==> config.mk <==
export PLATFORM = sky130hd
export DESIGN_NAME = trap_vec_unit
export DESIGN_NICKNAME = d
export VERILOG_FILES = /design/src/rtl/trapvec_pkg.sv /design/src/rtl/tv_vector_reg.sv /design/src/rtl/tv_cause_epc.sv /design/src/rtl/tv_target.sv /design/src/rtl/tv_epc_view.sv /design/src/rtl/trap_vec_unit.sv
export SDC_FILE = /design/constraint.sdc
export NUM_CORES = 1
export LEC_CHECK = 0
export CORE_MARGIN = 2
export CORE_UTILIZATION = 42
export CTS_CLUSTER_SIZE = 40
export DETAILED_ROUTE_END_ITERATION = 8
export MAX_ROUTING_LAYER = met4
export PLACE_DENSITY = 0.8
export SYNTH_ARGS = -nofsm -noshare
export SYNTH_HDL_FRONTEND = slang
export SYNTH_HIERARCHICAL = 1
export SYNTH_SLANG_ARGS = --single-unit
==> constraint.sdc <==
create_clock -name clk -period 2.7 [get_ports clk]
set_input_delay 0.54 -clock clk [delete_from_list [all_inputs] [get_ports clk]]
set_output_delay 0.54 -clock clk [all_outputs]
set_load 0.005 [all_outputs]
==> src/rtl/trapvec_pkg.sv <==
package trapvec_pkg;

    typedef enum logic [1:0] {
        TV_DIRECT   = 2'b00,
        TV_VECTORED = 2'b01,
        TV_RSVD_A   = 2'b10,
        TV_RSVD_B   = 2'b11
    } tv_mode_e;

    typedef enum logic [1:0] {
        SEL_TVEC  = 2'b00,
        SEL_CAUSE = 2'b01,
        SEL_EPC   = 2'b10,
        SEL_NONE  = 2'b11
    } csr_sel_e;

    typedef struct packed {
        logic tvec;
        logic cause;
        logic epc;
    } wr_strobe_t;

    function automatic logic mode_is_legal(input logic [1:0] m);
        return (m == TV_DIRECT) || (m == TV_VECTORED);
    endfunction

    function automatic wr_strobe_t decode_sel(input logic en, input csr_sel_e sel);
        wr_strobe_t s;
        s.tvec  = en && (sel == SEL_TVEC);
        s.cause = en && (sel == SEL_CAUSE);
        s.epc   = en && (sel == SEL_EPC);
        return s;
    endfunction

endpackage

==> src/rtl/tv_vector_reg.sv <==
module tv_vector_reg
    import trapvec_pkg::*;
#(
    parameter int XLEN = 32
) (
    input  logic            clk,
    input  logic            rst,
    input  logic            wr_en,
    input  logic [XLEN-1:0] wr_data,
    output logic [XLEN-1:0] tvec_q
);
    logic [1:0] next_mode;

    always_comb begin
        next_mode = mode_is_legal(wr_data[1:0]) ? wr_data[1:0] : tvec_q[1:0];
    end

    always_ff @(posedge clk) begin
        if (rst) begin
            tvec_q <= '0;
        end else if (wr_en) begin
            tvec_q <= {wr_data[XLEN-1:2], next_mode};
        end
    end

    a_r2_legal_write_stored: assert property (@(posedge clk) disable iff (rst)
        (wr_en && mode_is_legal(wr_data[1:0])) |=> (tvec_q == $past(wr_data)));

    a_r3_reserved_keeps_mode: assert property (@(posedge clk) disable iff (rst)
        (wr_en && !mode_is_legal(wr_data[1:0])) |=>
            (tvec_q[1:0] == $past(tvec_q[1:0])) && (tvec_q[XLEN-1:2] == $past(wr_data[XLEN-1:2])));

    a_r2_hold_without_write: assert property (@(posedge clk) disable iff (rst)
        !wr_en |=> $stable(tvec_q));

endmodule

==> src/rtl/tv_cause_epc.sv <==
module tv_cause_epc
    import trapvec_pkg::*;
#(
    parameter int XLEN       = 32,
    parameter bit C_WRITABLE = 1'b0
) (
    input  logic            clk,
    input  logic            rst,
    input  logic            cause_wr,
    input  logic            epc_wr,
    input  logic [XLEN-1:0] wr_data,
    input  logic            trap_take,
    input  logic            trap_is_irq,
    input  logic [XLEN-2:0] trap_code,
    input  logic [XLEN-1:0] trap_pc,
    input  logic            c_enable,
    output logic [XLEN-1:0] cause_q,
    output logic [XLEN-1:0] epc_q
);
    localparam logic [XLEN-1:0] HALF_MASK = ~{{(XLEN-1){1'b0}}, 1'b1};
    localparam logic [XLEN-1:0] WORD_MASK = ~{{(XLEN-2){1'b0}}, 2'b11};

    logic            keep_bit1;
    logic [XLEN-1:0] epc_src;
    logic [XLEN-1:0] epc_legal;

    always_comb begin
        keep_bit1 = C_WRITABLE || c_enable;
        epc_src   = trap_take ? trap_pc : wr_data;
        epc_legal = epc_src & (keep_bit1 ? HALF_MASK : WORD_MASK);
    end

    always_ff @(posedge clk) begin
        if (rst) begin
            cause_q <= '0;
            epc_q   <= '0;
        end else if (trap_take) begin
            cause_q <= {trap_is_irq, trap_code};
            epc_q   <= epc_legal;
        end else begin
            if (cause_wr) cause_q <= wr_data;
            if (epc_wr)   epc_q   <= epc_legal;
        end
    end

    a_r11_trap_cause: assert property (@(posedge clk) disable iff (rst)
        trap_take |=> (cause_q == {$past(trap_is_irq), $past(trap_code)}));

    a_r11_trap_pc_upper: assert property (@(posedge clk) disable iff (rst)
        trap_take |=> (epc_q[XLEN-1:2] == $past(trap_pc[XLEN-1:2])));

    a_r7_cause_write: assert property (@(posedge clk) disable iff (rst)
        (cause_wr && !trap_take) |=> (cause_q == $past(wr_data)));

    a_r8_epc_even: assert property (@(posedge clk) disable iff (rst)
        epc_q[0] == 1'b0);

    a_r9_epc_word_aligned: assert property (@(posedge clk) disable iff (rst)
        (epc_wr && !trap_take && !c_enable && !C_WRITABLE) |=> (epc_q[1:0] == 2'b00));

endmodule

==> src/rtl/tv_target.sv <==
module tv_target
    import trapvec_pkg::*;
#(
    parameter int XLEN = 32
) (
    input  logic [XLEN-1:0] tvec_q,
    input  logic [XLEN-1:0] cause_q,
    output logic [XLEN-1:0] target,
    output logic            target_valid
);
    logic [XLEN-1:0] base;
    logic [XLEN-1:0] offset;
    logic            is_irq;
    tv_mode_e        mode;

    always_comb begin
        mode   = tv_mode_e'(tvec_q[1:0]);
        base   = {tvec_q[XLEN-1:2], 2'b00};
        is_irq = cause_q[XLEN-1];
        offset = {cause_q[XLEN-3:0], 2'b00};
        target_valid = 1'b1;
        unique case (mode)
            TV_DIRECT:   target = base;
            TV_VECTORED: target = is_irq ? (base + offset) : base;
            default: begin
                target       = '0;
                target_valid = 1'b0;
            end
        endcase
    end

endmodule

==> src/rtl/tv_epc_view.sv <==
module tv_epc_view #(
    parameter int XLEN = 32
) (
    input  logic [XLEN-1:0] epc_q,
    input  logic            c_enable,
    output logic [XLEN-1:0] epc_rd
);
    always_comb begin
        epc_rd    = epc_q;
        epc_rd[1] = epc_q[1] & c_enable;
    end

endmodule

==> src/rtl/trap_vec_unit.sv <==
module trap_vec_unit
    import trapvec_pkg::*;
#(
    parameter int XLEN       = 32,
    parameter bit C_WRITABLE = 1'b0
) (
    input  logic            clk,
    input  logic            rst,
    input  logic            csr_wr_en,
    input  logic [1:0]      csr_wr_sel,
    input  logic [XLEN-1:0] csr_wr_data,
    input  logic            trap_take,
    input  logic            trap_is_irq,
    input  logic [XLEN-2:0] trap_code,
    input  logic [XLEN-1:0] trap_pc,
    input  logic            c_enable,
    output logic [XLEN-1:0] tvec_value,
    output logic [XLEN-1:0] cause_value,
    output logic [XLEN-1:0] epc_rd,
    output logic [XLEN-1:0] handler_addr,
    output logic            handler_valid
);
    wr_strobe_t      strobe;
    logic [XLEN-1:0] tvec_q;
    logic [XLEN-1:0] cause_q;
    logic [XLEN-1:0] epc_q;

    always_comb begin
        strobe = decode_sel(csr_wr_en, csr_sel_e'(csr_wr_sel));
    end

    tv_vector_reg #(.XLEN(XLEN)) u_vec (
        .clk     (clk),
        .rst     (rst),
        .wr_en   (strobe.tvec),
        .wr_data (csr_wr_data),
        .tvec_q  (tvec_q)
    );

    tv_cause_epc #(.XLEN(XLEN), .C_WRITABLE(C_WRITABLE)) u_ce (
        .clk         (clk),
        .rst         (rst),
        .cause_wr    (strobe.cause),
        .epc_wr      (strobe.epc),
        .wr_data     (csr_wr_data),
        .trap_take   (trap_take),
        .trap_is_irq (trap_is_irq),
        .trap_code   (trap_code),
        .trap_pc     (trap_pc),
        .c_enable    (c_enable),
        .cause_q     (cause_q),
        .epc_q       (epc_q)
    );

    tv_target #(.XLEN(XLEN)) u_tgt (
        .tvec_q       (tvec_q),
        .cause_q      (cause_q),
        .target       (handler_addr),
        .target_valid (handler_valid)
    );

    tv_epc_view #(.XLEN(XLEN)) u_view (
        .epc_q    (epc_q),
        .c_enable (c_enable),
        .epc_rd   (epc_rd)
    );

    assign tvec_value  = tvec_q;
    assign cause_value = cause_q;

    a_r12_always_valid: assert property (@(posedge clk) disable iff (rst)
        handler_valid);

    a_r4_direct_target: assert property (@(posedge clk) disable iff (rst)
        (tvec_q[1:0] == TV_DIRECT) |-> (handler_addr == {tvec_q[XLEN-1:2], 2'b00}));

    a_r6_exception_to_base: assert property (@(posedge clk) disable iff (rst)
        ((tvec_q[1:0] == TV_VECTORED) && !cause_q[XLEN-1]) |->
            (handler_addr == {tvec_q[XLEN-1:2], 2'b00}));

    a_r5_irq_word_aligned: assert property (@(posedge clk) disable iff (rst)
        (tvec_q[1:0] == TV_VECTORED) |-> (handler_addr[1:0] == 2'b00));

    a_r10_read_mask: assert property (@(posedge clk) disable iff (rst)
        !c_enable |-> (epc_rd[1] == 1'b0));

endmodule

# After elaboration in Yosys (flattened, before gate mapping)
# Cells that the tools add are included.
# classes
n_bitwise,2
shifts,0
multipliers,0
n_addsub,1
n_mux,9
n_reduce_logical,11
n_div,0
magnitude_cmp,0
n_eq_ne,4
# ops
operator,n
32-bit two-way mux,6
32-bit case mux with 2 select lines,1
32-bit adder,1
32-bit bitwise AND,1
2-bit by 1-bit == test with 1-bit output (second input constant),3
2-bit logical NOT,3
2-bit nonzero test,2
1-bit logical AND,3
2-bit == test (second input constant),1
2-bit two-way mux,1
2-bit AND reduction,1
2-bit OR reduction,1
1-bit bitwise AND,1
1-bit logical OR,1
1-bit two-way mux,1
# totals
latch_bits,0
register_bits,96
wordCells,31
mem_bits_rw,0
out_inout_bits,129
mem_bits_ro,0
mem_count,0

# Depth between registers and ports, before layout
# Gate-level depths: netlist of run 1.
# logic_depth
word_depth,4
ltp_mapped,9
depth_no_buf,9

# Modules after synthesis
# The synthesis of run 1 kept the hierarchy.
# by_module_without_submodules
module,n_inst,seq_area_each_um2,cells_per_inst,area_per_inst_um2
tv_cause_epc,1,1261.2,284,3041.7
tv_target,1,0.0,330,2112.0
tv_vector_reg,1,640.6,104,1177.4
tv_epc_view,1,0.0,32,239.0
trap_vec_unit,1,0.0,3,30.0

# Worst setup path after synthesis of run 1
# Ideal clock, no wire load.
# synth_timing
path_kind,register -> output
start,reg u_vec.tvec_q[6]
end,out handler_addr[31]
n_path_buf,0
t_arrival_ns,2.298
t_required_ns,2.160
path_slack_ns,-0.138
stages_incl_launch_ff,9
cell_sequence,dfxtp_1 ha_1 and2_4 a221oi_4 a21oi_2 o2111a_1 or2_2 o211ai_1 mux2_2
# synth_via
elab_chain_cells,3
# synth_lines
element,line,source
"start, declared",tv_vector_reg.sv:10,output logic [XLEN-1:0] tvec_q
"start signal, assigned",tv_vector_reg.sv:22,"tvec_q <= {wr_data[XLEN-1:2], next_mode};"
32-bit adder,tv_target.sv:24,TV_VECTORED: target = is_irq ? (base + offset) : base;
32-bit two-way mux,tv_target.sv:24,
32-bit case mux with 2 select lines,tv_target.sv:22,unique case (mode)
"end, declared",trap_vec_unit.sv:20,"output logic [XLEN-1:0] handler_addr,"
# No other way between the ends.

# Final worst setup path of run 1
# layout_timing
start,reg u_vec.tvec_q[5]
end,out handler_addr[19]
# The elaborated chain is that of the path after synthesis.

==> results of run 1 <==
sequential cells by signal, indices dropped and copies added (netlist names):
register and flops:
u_vec/tvec_q 32, u_ce/cause_q 32, u_ce/epc_q 31
per-stage QoR:
step / hold slack (ns) / instances
after global placement: 0.4829 / 1273
final: 0.5028 / 1307
after detailed placement: 0.4959 / 1273
after CTS: 0.5056 / 1304
after global routing: 0.5511 / 1307
after floorplan: 0.4700 / 754
worst paths after layout:
path / to / slack, ns / start
worst max-delay path: handler_addr[19] / -0.63 / u_vec/tvec_q[5]
worst min register to register: u_ce/epc_q[1] / 0.50 / u_ce/epc_q[1]
worst min-delay path: u_ce/epc_q[1] / 0.50 / u_ce/epc_q[1]
worst max register to register: u_ce/cause_q[6] / 1.77 / u_ce/cause_q[6]
cell usage in the layout, fill, tap and decap left out, types with 8 or more instances in the layout:
cell / Yosys / layout
nor2_1: 55 / 53
a21oi_2: 1 / 8
a21o_1: 13 / 13
inv_1: 8 / 8
ha_4: 0 / 12
a21oi_1: 40 / 31
clkbuf_16: 0 / 9
o21ai_1: 2 / 14
dfxtp_1: 95 / 81
mux2i_1: 93 / 93
clkdlybuf4s50_1: 0 / 197
nand3_1: 9 / 8
ha_1: 29 / 17
nand4_1: 9 / 9
nor2b_1: 66 / 65
nand2_1: 52 / 48
a211oi_1: 61 / 59
a211oi_2: 7 / 9
dfxtp_2: 0 / 14
o21ai_0: 28 / 11
xnor2_1: 11 / 8
buf_6: 4 / 11
nor3_1: 11 / 8
buf_2: 8 / 23
buf_4: 34 / 172
power groups by stage:
stage | Combinational, uW | Sequential, uW | Clock, uW
2_1_floorplan | 494 | 1580 | 0
3_3_place_gp | 1050 | 1570 | 0
3_5_place_dp | 1070 | 1570 | 0
4_1_cts | 1100 | 1550 | 1470
5_1_grt | 1200 | 1560 | 1530
6_report | 1110 | 1550 | 1450
final cells by class:
cell class / count / area share
Clock buffer: 11 / 0.02193
Clock inverter: 4 / 0.008960
Multi-Input combinational cell: 564 / 0.4166
Tap cell: 211 / 0.02488
Timing Repair Buffer: 413 / 0.3436
Inverter: 9 / 0.003183
Sequential cell: 95 / 0.1809
cell families (layout without fill, tap and decap cells):
logic type / after synthesis / count (layout) / share of synthesized area
xor gates and xnor gates: 17 / 17 / 0.02256
adders and majority gates: 30 / 30 / 0.05801
DFF: 95 / 95 / 0.2882
other: 2 / 3 / 0.001138
muxes: 94 / 94 / 0.1427
buffers and inverters: 95 / 437 / 0.1020
and+or+nand+nor: 228 / 228 / 0.1780
AOI/OAI and AO/OA: 192 / 192 / 0.2074
metal layers:
layer	up-vias	wire [um]
li1	3355	-
met2	214	10980
met4	0	419
met1	3230	9424
met5	-	0
met3	27	1153
worst register-to-register path, stage by stage (launching register included):
cell      delay [ns]
dfxtp_2         0.35
buf_4           0.11
mux2i_1         0.06
a211oi_1        0.30
what timing repair did:
| item | CTS | global route |
|---|---|---|
| pin swaps | 59 | 25 |
| hold endpoints to repair | 0 | 0 |
| setup endpoints to repair | 28 | 26 |
| resized for setup | 169 | 23 |
| setup buffers | 16 | 3 |
==> impl_metrics.py, run 1 <==
metrics = {
    "synth": {
        "synthDistinctLibCells": 66,
        "biggest_area_contributors_in_the_synthesized_netlist": "dfxtp_1, mux2i_1, a211oi_1",
        "netlist.area_leader.share": 0.2882,
        "yosysSeqAreaShare": 0.2882,
        "synth-edff-count": 0,
        "netlist_instances": 753,
        "synthMostInstantiatedCell": "dfxtp_1",
        "synth.ff_latch_count": 95,
        "synthesis.yosys.warnings": 6,
        "synth_top_area_cell": "dfxtp_1",
        "synth_area_sq_um": 6600,
        "asyncSetResetFlopFracSynth": 0,
        "netlist_top_cells_count": "dfxtp_1, mux2i_1, nor2b_1",
        "yosys_most_used_dff": "dfxtp_1",
        "syn_avg_cell_area_sq_um": 8.765,
    },
    "sta": {
        "period_needed_ns": 3.330,
        "worstMarginPinSlew_ns": 0.6169,
        "setup_viol_count_final": 26,
        "final_tns_setup_ns": -10.77,
        "timing.fmax_ghz": 0.3003,
        "finalMaxSlewViolations": 0,
        "min_period_over_period": 1.233,
        "slew-limit-headroom": 0.5887,
        "finalHoldViolations": 0,
        "finClkSkew_ns": 0,
        "grt_setup_unrepaired": "yes",
        "setup_ws_ns": -0.6296,
    },
    "min_path": {
        "worst_hold_path_type": "reg -> reg",
        "cell_depth_of_the_worst_hold_path": 2,
    },
    "die": {
        "floorplan.die.height_um": 129.4,
        "placementRows": 45,
        "floorplan.die.width_um": 129.4,
        "core_area_sq_um": 15260,
        "initial_utilization": 0.4326,
        "die_ar_sq_um": 16730,
        "design.portCount": 232,
    },
    "final_layout": {
        "final_nets": 1225,
        "drive_gt1_frac": 0.2828,
        "layout-area-overhead-vs-synth_pct": 60.80,
        "multi_input_comb_area_sq_um": 4422,
        "layout.core_utilization": 0.6955,
        "insertedDiodeCount": 0,
        "final_cell_area_sq_um": 10610,
        "fillCellCount": 1177,
        "seqCellArea_sq_um": 1919,
    },
    "drt": {
        "antenna_left": 0,
        "routed-via-count": 6826,
        "detail_route.drc_violations": 0,
        "iter_0_drt_violations": 340,
        "firstDrtPassIters": 5,
        "drt-wirelength-per-cell_um": 16.82,
        "route.detailed.vias_per_inst": 5.223,
        "routed_wirelength_um": 21980,
    },
    "placed_design": {
        "dp_slack_ns": -0.7115,
        "global_placer_s_final_weighted_congestion": 0.9001,
        "post_dp_cell_area_sq_um": 9894,
        "port_buffers": 227,
        "place.detailed.hpwl_um": 15640,
    },
    "power": {
        "max-vdd-ir-drop_mv": 0.4437,
        "switching_power_uw": 1071,
        "p_per_area_nw_per_um2": 387.7,
        "internal_power_uw": 3044,
        "power.total_uw": 4115,
        "power_frac_clock": 0.353,
        "cellLeakagePower_uw": 0.004319,
        "share_seq_of_total_power": 0.377,
        "combPwrFrac": 0.270,
        "sw_frac_of_total": 0.2604,
    },
    "critical_path": {
        "critical_path_cell_count": 10,
        "worst_r2r_path_depth": 3,
        "cp_top_family": "compound AO/OA/AOI/OAI gates",
        "required_time_of_the_worst_setup_path_ns": 2.16,
        "critPathMaxFanout": 2,
        "crit_path_kind": "reg -> out",
        "cp_num_buf_inv": 2,
        "arr_time_crit_path_ns": 2.79,
        "crit_path_launch_type": "flop",
        "worstSetupEndpointType": "output pin",
        "critical_path.slowest_cell": "or4_1",
        "timing.critical_path.slowest_cell_delay_ns": 0.53,
        "critical_path.cell_chain": "ha_4, and2_4, a221oi_4, a21oi_4, buf_6, o21ai_4, a211oi_2, or4_1, a32o_1, buf_2",
    },
    "global_routing": {
        "use_met2": 0.4703,
        "met3_grt_util": 0.05037,
        "grt_pass1_vias": 7117,
        "busiest_layer": "met2",
        "grt_max_degree": 64,
        "grt.total_usage": 0.2708,
        "antenna_found_initial": 0,
        "gr_util_met1": 0.3200,
        "globalRouteOverflowTotal": 0,
        "grt_first_pass_wirelength_um": 35180,
    },
    "clock_network": {
        "cts_tree": "done",
        "hold_buffers": 0,
        "ctsRootBufferMaster": "clkbuf_16",
        "number_of_buffers_created_by_cts": 9,
        "max-clock-path-buffers": 2,
        "clk-insertion-delay-late_ns": 0.35,
        "cts.sinks": 95,
        "cts.reportedPaths.clkPinSlew_ns": 0.07,
        "h-tree-depth": 3,
    },
    "run": {
        "cap_violations": 0,
    },
    "status": {
        "run_status": "complete, but fails checks",
        "violations": "setup timing",
    },
}
No activity file was read; power rests on OpenSTA's default activity.
==> run 2, diff against run 1 <==
Settings changed: PLACE_DENSITY 0.8 to default, PLACE_DENSITY_LB_ADDON from default to 0.12, SETUP_SLACK_MARGIN from default to 0.4.
==> impl_metrics.py, run 2 (synthesized netlist as in run 1, its figures left out) <==
metrics = {
    "status": {
        "run_status": "complete, but fails checks",
        "violations": "setup timing",
    },
    "final_layout": {
        "drive_gt1_frac": 0.3492,
        "layout-area-overhead-vs-synth_pct": 68.57,
        "layout_commonest_cell": "clkdlybuf4s50_1",
        "layout.cells.most_common_list": "clkdlybuf4s50_1, buf_4, mux2i_1",
        "largest_registers": "u_ce/cause_q x32, u_vec/tvec_q x32, u_ce/epc_q x31",
        "insertedDiodeCount": 0,
        "final_nets": 1239,
    },
    "global_routing": {
        "grt_pass1_vias": 7245,
        "antenna_found_initial": 0,
        "grt_first_pass_wirelength_um": 36470,
        "globalRouteOverflowTotal": 0,
        "grt_max_degree": 64,
        "grt.total_usage": 0.2808,
    },
    "critical_path": {
        "crit_path_launch_type": "flop",
        "critPathMaxFanout": 3,
        "worstSetupEndpointType": "output pin",
        "arr_time_crit_path_ns": 2.84,
        "r2r_start": "u_vec/tvec_q[1]",
        "worst_r2r_path_depth": 2,
        "endpoint_of_the_worst_register_to_register_path": "u_vec/tvec_q[1]",
        "crit_path_kind": "reg -> out",
        "setup.reg_to_reg.worst_slack_ns": 1.68,
        "required_time_of_the_worst_setup_path_ns": 2.16,
    },
    "drt": {
        "firstDrtPassIters": 5,
        "detail_route.drc_violations": 0,
        "drt-wirelength-per-cell_um": 17.52,
        "antenna_left": 0,
        "iter_0_drt_violations": 283,
        "route.detailed.vias_per_inst": 5.256,
        "routed-via-count": 6949,
        "routed_wirelength_um": 23170,
    },
    "sta": {
        "finalHoldViolations": 0,
        "timing.fmax_ghz": 0.2958,
        "period_needed_ns": 3.381,
        "finClkSkew_ns": 0,
        "slew-limit-headroom": 0.4242,
        "grt_setup_unrepaired": "yes",
        "worstMarginPinSlew_ns": 0.8637,
        "fin_worst_hold_slack_ns": 0.5207,
        "finalMaxSlewViolations": 0,
        "setup_viol_count_final": 26,
        "min_period_over_period": 1.252,
        "setup_ws_ns": -0.6809,
    },
    "clock_network": {
        "hold_buffers": 0,
        "number_of_buffers_created_by_cts": 9,
        "cts.reportedPaths.clkPinSlew_ns": 0.07,
        "clk-insertion-delay-late_ns": 0.35,
        "cts.sinks": 95,
        "max-clock-path-buffers": 2,
        "h-tree-depth": 3,
        "ctsRootBufferMaster": "clkbuf_16",
        "cts_tree": "done",
    },
    "die": {
        "core_area_sq_um": 15260,
        "initial_utilization": 0.4326,
        "die_ar_sq_um": 16730,
        "floorplan.die.width_um": 129.4,
        "design.portCount": 232,
        "placementRows": 45,
        "floorplan.die.height_um": 129.4,
    },
    "placed_design": {
        "dp_slack_ns": -0.6213,
        "place.detailed.hpwl_um": 16660,
        "global_placer_s_final_weighted_congestion": 0.8871,
        "port_buffers": 227,
    },
    "min_path": {
        "worstHoldEndpoint": "u_ce/epc_q[1]",
        "worst_hold_path_type": "reg -> reg",
        "hp-start": "u_ce/epc_q[1]",
        "cell_depth_of_the_worst_hold_path": 2,
    },
    "power": {
        "p_per_area_nw_per_um2": 382.7,
        "cellLeakagePower_uw": 0.004460,
        "max-vdd-ir-drop_mv": 0.2859,
    },
    "run": {
        "cap_violations": 0,
    },
}
run 2: cell count changes in the layout (fill, tap and decap cells not counted), moves of 5 or more:
cell / delta
dfxtp_2: +11
a21oi_2: +8
ha_4: +8
a21oi_4: +5
dfxtp_1: -14
a21oi_1: -13
ha_1: -8
buf_6: +20
run 2: worst max-delay path, stage by stage, from the launching register on:
cell and delay (ns):
dfxtp_2 0.33, ha_4 0.16, fa_2 0.41, a211oi_2 0.29
o21ai_2 0.12, buf_4 0.16, a21oi_4 0.16, buf_6 0.12
o21ai_4 0.06, buf_4 0.15, a21oi_4 0.12, xor2_1 0.18
o21ai_1 0.09, buf_2 0.14
run 2: final cells by class:
type | instances | area (sq um)
clock buffers | 11 | 252.7
clock inverters | 5 | 103.9
fillers | 1189 | 4133
inverters | 9 | 33.78
multi-input cells | 564 | 4721
flip-flops and latches | 95 | 1944
well taps | 211 | 264.0
repair buffers | 427 | 3806
run 2: routing by layer:
metal / vias up / GRT usage / part of all wire
met4: 0 / 0.07673 / 0.011
met2: 198 / 0.4907 / 0.51
li1: 3390 / - / -
met1: 3342 / 0.3380 / 0.43
met3: 19 / 0.03964 / 0.047
met5: - / - / 0
run 2: how the worst max path moves through the flow:
stage / start / to / slack, ns
floorplan: u_ce/cause_q[4] / handler_addr[31] / 0.04
global placement: u_ce/cause_q[4] / handler_addr[31] / -0.56
detailed placement: u_ce/cause_q[4] / handler_addr[31] / -0.62
CTS: u_vec/tvec_q[5] / handler_addr[19] / -0.68
global route: u_vec/tvec_q[2] / handler_addr[26] / -0.76
finish: u_vec/tvec_q[2] / handler_addr[30] / -0.68
run 2: where the power goes:
group,internal (uW),switching [uW],total [uW]
clock,957,580,1540
combinational,682,481,1160
sequential,1490,66.1,1560
total,3130,1130,4260
run 2: repair_timing:
action | CTS | global route
pin swaps | 82 | 51
resized for setup | 210 | 35
hold endpoints to repair | 0 | 0
buffers inserted | 28 | 8
setup endpoints to repair | 30 | 29
run 2: through the flow:
step	cells	cell area (sq um)	setup TNS, ns	utilization	power [uW]
after floorplan	754	6943	0	-	2114
after global placement	1270	10090	-8.256	0.6616	2655
after global routing	1322	11130	-14.04	0.7292	4432
after CTS	1314	10920	-11.12	0.7155	4241
final	1322	11130	-11.76	0.7292	4258
after detailed placement	1270	10090	-8.970	0.6616	2676
==> run 3, diff against run 2 <==
Settings changed: CORE_MARGIN 2 to default, GPL_TIMING_DRIVEN from default to 0.
==> impl_metrics.py, run 3 (synthesized netlist as in run 1, its figures left out) <==
metrics = {
    "sta": {
        "grt_setup_unrepaired": "yes",
        "finClkSkew_ns": 0,
        "period_needed_ns": 3.320,
        "finalHoldViolations": 0,
        "setup_viol_count_final": 26,
        "timing.fmax_ghz": 0.3012,
        "fin_worst_hold_slack_ns": 0.4927,
        "slew-limit-headroom": 0.5576,
        "setup_ws_ns": -0.6197,
        "finalMaxSlewViolations": 0,
        "worstMarginPinSlew_ns": 0.6635,
        "min_period_over_period": 1.230,
    },
    "final_layout": {
        "layout_commonest_cell": "clkdlybuf4s50_1",
        "layout-area-overhead-vs-synth_pct": 57.63,
        "layout.cells.most_common_list": "clkdlybuf4s50_1, mux2i_1, nor2b_1",
        "seqCellArea_sq_um": 1967,
        "drive_gt1_frac": 0.2777,
        "final_cell_area_sq_um": 10400,
        "final_nets": 1167,
        "largest_registers": "u_ce/cause_q x32, u_vec/tvec_q x32, u_ce/epc_q x31",
        "fillCellCount": 1282,
        "insertedDiodeCount": 0,
        "multi_input_comb_area_sq_um": 4617,
    },
    "clock_network": {
        "cts.reportedPaths.clkPinSlew_ns": 0.06,
        "ctsRootBufferMaster": "clkbuf_16",
        "max-clock-path-buffers": 2,
        "cts.sinks": 95,
        "cts_tree": "done",
        "hold_buffers": 0,
        "clk-insertion-delay-late_ns": 0.35,
        "number_of_buffers_created_by_cts": 9,
        "h-tree-depth": 3,
    },
    "die": {
        "placementRows": 45,
        "floorplan.die.width_um": 127.4,
        "floorplan.die.height_um": 127.4,
        "core_area_sq_um": 15260,
        "design.portCount": 232,
        "initial_utilization": 0.4326,
        "die_ar_sq_um": 16220,
    },
    "drt": {
        "routed_wirelength_um": 22140,
        "antenna_left": 0,
        "iter_0_drt_violations": 312,
        "firstDrtPassIters": 5,
        "routed-via-count": 6519,
        "detail_route.drc_violations": 0,
        "route.detailed.vias_per_inst": 5.224,
        "drt-wirelength-per-cell_um": 17.74,
    },
    "placed_design": {
        "dp_slack_ns": -0.6326,
        "port_buffers": 226,
        "global_placer_s_final_weighted_congestion": 0.8870,
        "post_dp_cell_area_sq_um": 9469,
        "place.detailed.hpwl_um": 16100,
    },
    "global_routing": {
        "grt_max_degree": 14,
        "grt.total_usage": 0.2763,
        "antenna_found_initial": 0,
        "globalRouteOverflowTotal": 0,
        "grt_pass1_vias": 6277,
        "grt_first_pass_wirelength_um": 33750,
    },
    "critical_path": {
        "arr_time_crit_path_ns": 2.78,
        "worstSetupEndpointType": "output pin",
        "crit_path_kind": "reg -> out",
        "setup.reg_to_reg.worst_slack_ns": 1.82,
        "endpoint_of_the_worst_register_to_register_path": "u_ce/cause_q[29]",
        "r2r_start": "u_ce/cause_q[29]",
        "crit_path_launch_type": "flop",
        "critPathMaxFanout": 5,
        "worst_r2r_path_depth": 2,
        "required_time_of_the_worst_setup_path_ns": 2.16,
    },
    "status": {
        "run_status": "complete, but fails checks",
        "violations": "setup timing",
    },
    "min_path": {
        "hp-start": "u_vec/tvec_q[0]",
        "worstHoldEndpoint": "u_vec/tvec_q[0]",
        "worst_hold_path_type": "reg -> reg",
        "cell_depth_of_the_worst_hold_path": 2,
    },
    "power": {
        "p_per_area_nw_per_um2": 375.5,
        "cellLeakagePower_uw": 0.003975,
        "max-vdd-ir-drop_mv": 0.2781,
    },
    "run": {
        "cap_violations": 0,
    },
}
[run 3: cell type report]
| cell class | count | area share |
|---|---|---|
| plain buffers | 86 | 0.06987 |
| clock buffers | 13 | 0.02405 |
| clock inverters | 1 | 0.002886 |
| inverters | 9 | 0.003247 |
| multi-input cells | 564 | 0.4438 |
| flip-flops and latches | 95 | 0.1891 |
| well taps | 211 | 0.02538 |
| repair buffers | 269 | 0.2417 |
[run 3: how the worst max path moves through the flow]
| stage | cells past startpoint | endpoint | slack [ns] | start |
|---|---|---|---|---|
| floorplan | 8 | handler_addr[31] | 0.04 | u_ce/cause_q[4] |
| global placement | 10 | handler_addr[31] | -0.65 | u_vec/tvec_q[12] |
| detailed placement | 10 | handler_addr[31] | -0.63 | u_vec/tvec_q[12] |
| CTS | 9 | handler_addr[31] | -0.62 | u_vec/tvec_q[6] |
| global route | 12 | handler_addr[30] | -0.69 | u_ce/cause_q[0] |
| finish | 9 | handler_addr[31] | -0.62 | u_ce/cause_q[4] |
[run 3: metal layers]
layer | wire (um) | track usage
met3 | 1281 | 0.04732
met4 | 452 | 0.1008
met5 | 0 | -
met2 | 10500 | 0.4407
met1 | 9898 | 0.3505
[run 3: worst max-delay path, cell delays in order, from the launching register on]
cell      delay (ns)
dfxtp_4         0.35
ha_4            0.25
buf_12          0.12
a221oi_4        0.35
a21oi_4         0.13
o2111a_2        0.30
or2_4           0.23
o211ai_1        0.23
mux2_4          0.33
buf_6           0.12
[run 3: stage by stage]
stage | power (uW) | utilization | setup TNS [ns] | std cells
final | 3907 | 0.6818 | -10.34 | 1248
after global routing | 4068 | 0.6818 | -12.54 | 1248
after CTS | 3886 | 0.6632 | -10.11 | 1234
after detailed placement | 2603 | 0.6206 | -9.186 | 1191
after global placement | 2595 | 0.6206 | -9.202 | 1191
after floorplan | 2114 | - | 0 | 754
[run 3: report_power, final]
group | switching (uW) | total, uW | leakage [uW] | internal [uW]
logic | 446 | 1070 | 0.00304 | 627
registers | 84.6 | 1570 | 0.000800 | 1490
clock network | 527 | 1260 | 0.000136 | 735
[run 3: timing repair]
| action | CTS | global route |
|---|---|---|
| setup buffers | 29 | 14 |
| gates resized for setup | 193 | 57 |
| pin swaps | 52 | 40 |
| setup endpoints to repair | 30 | 31 |
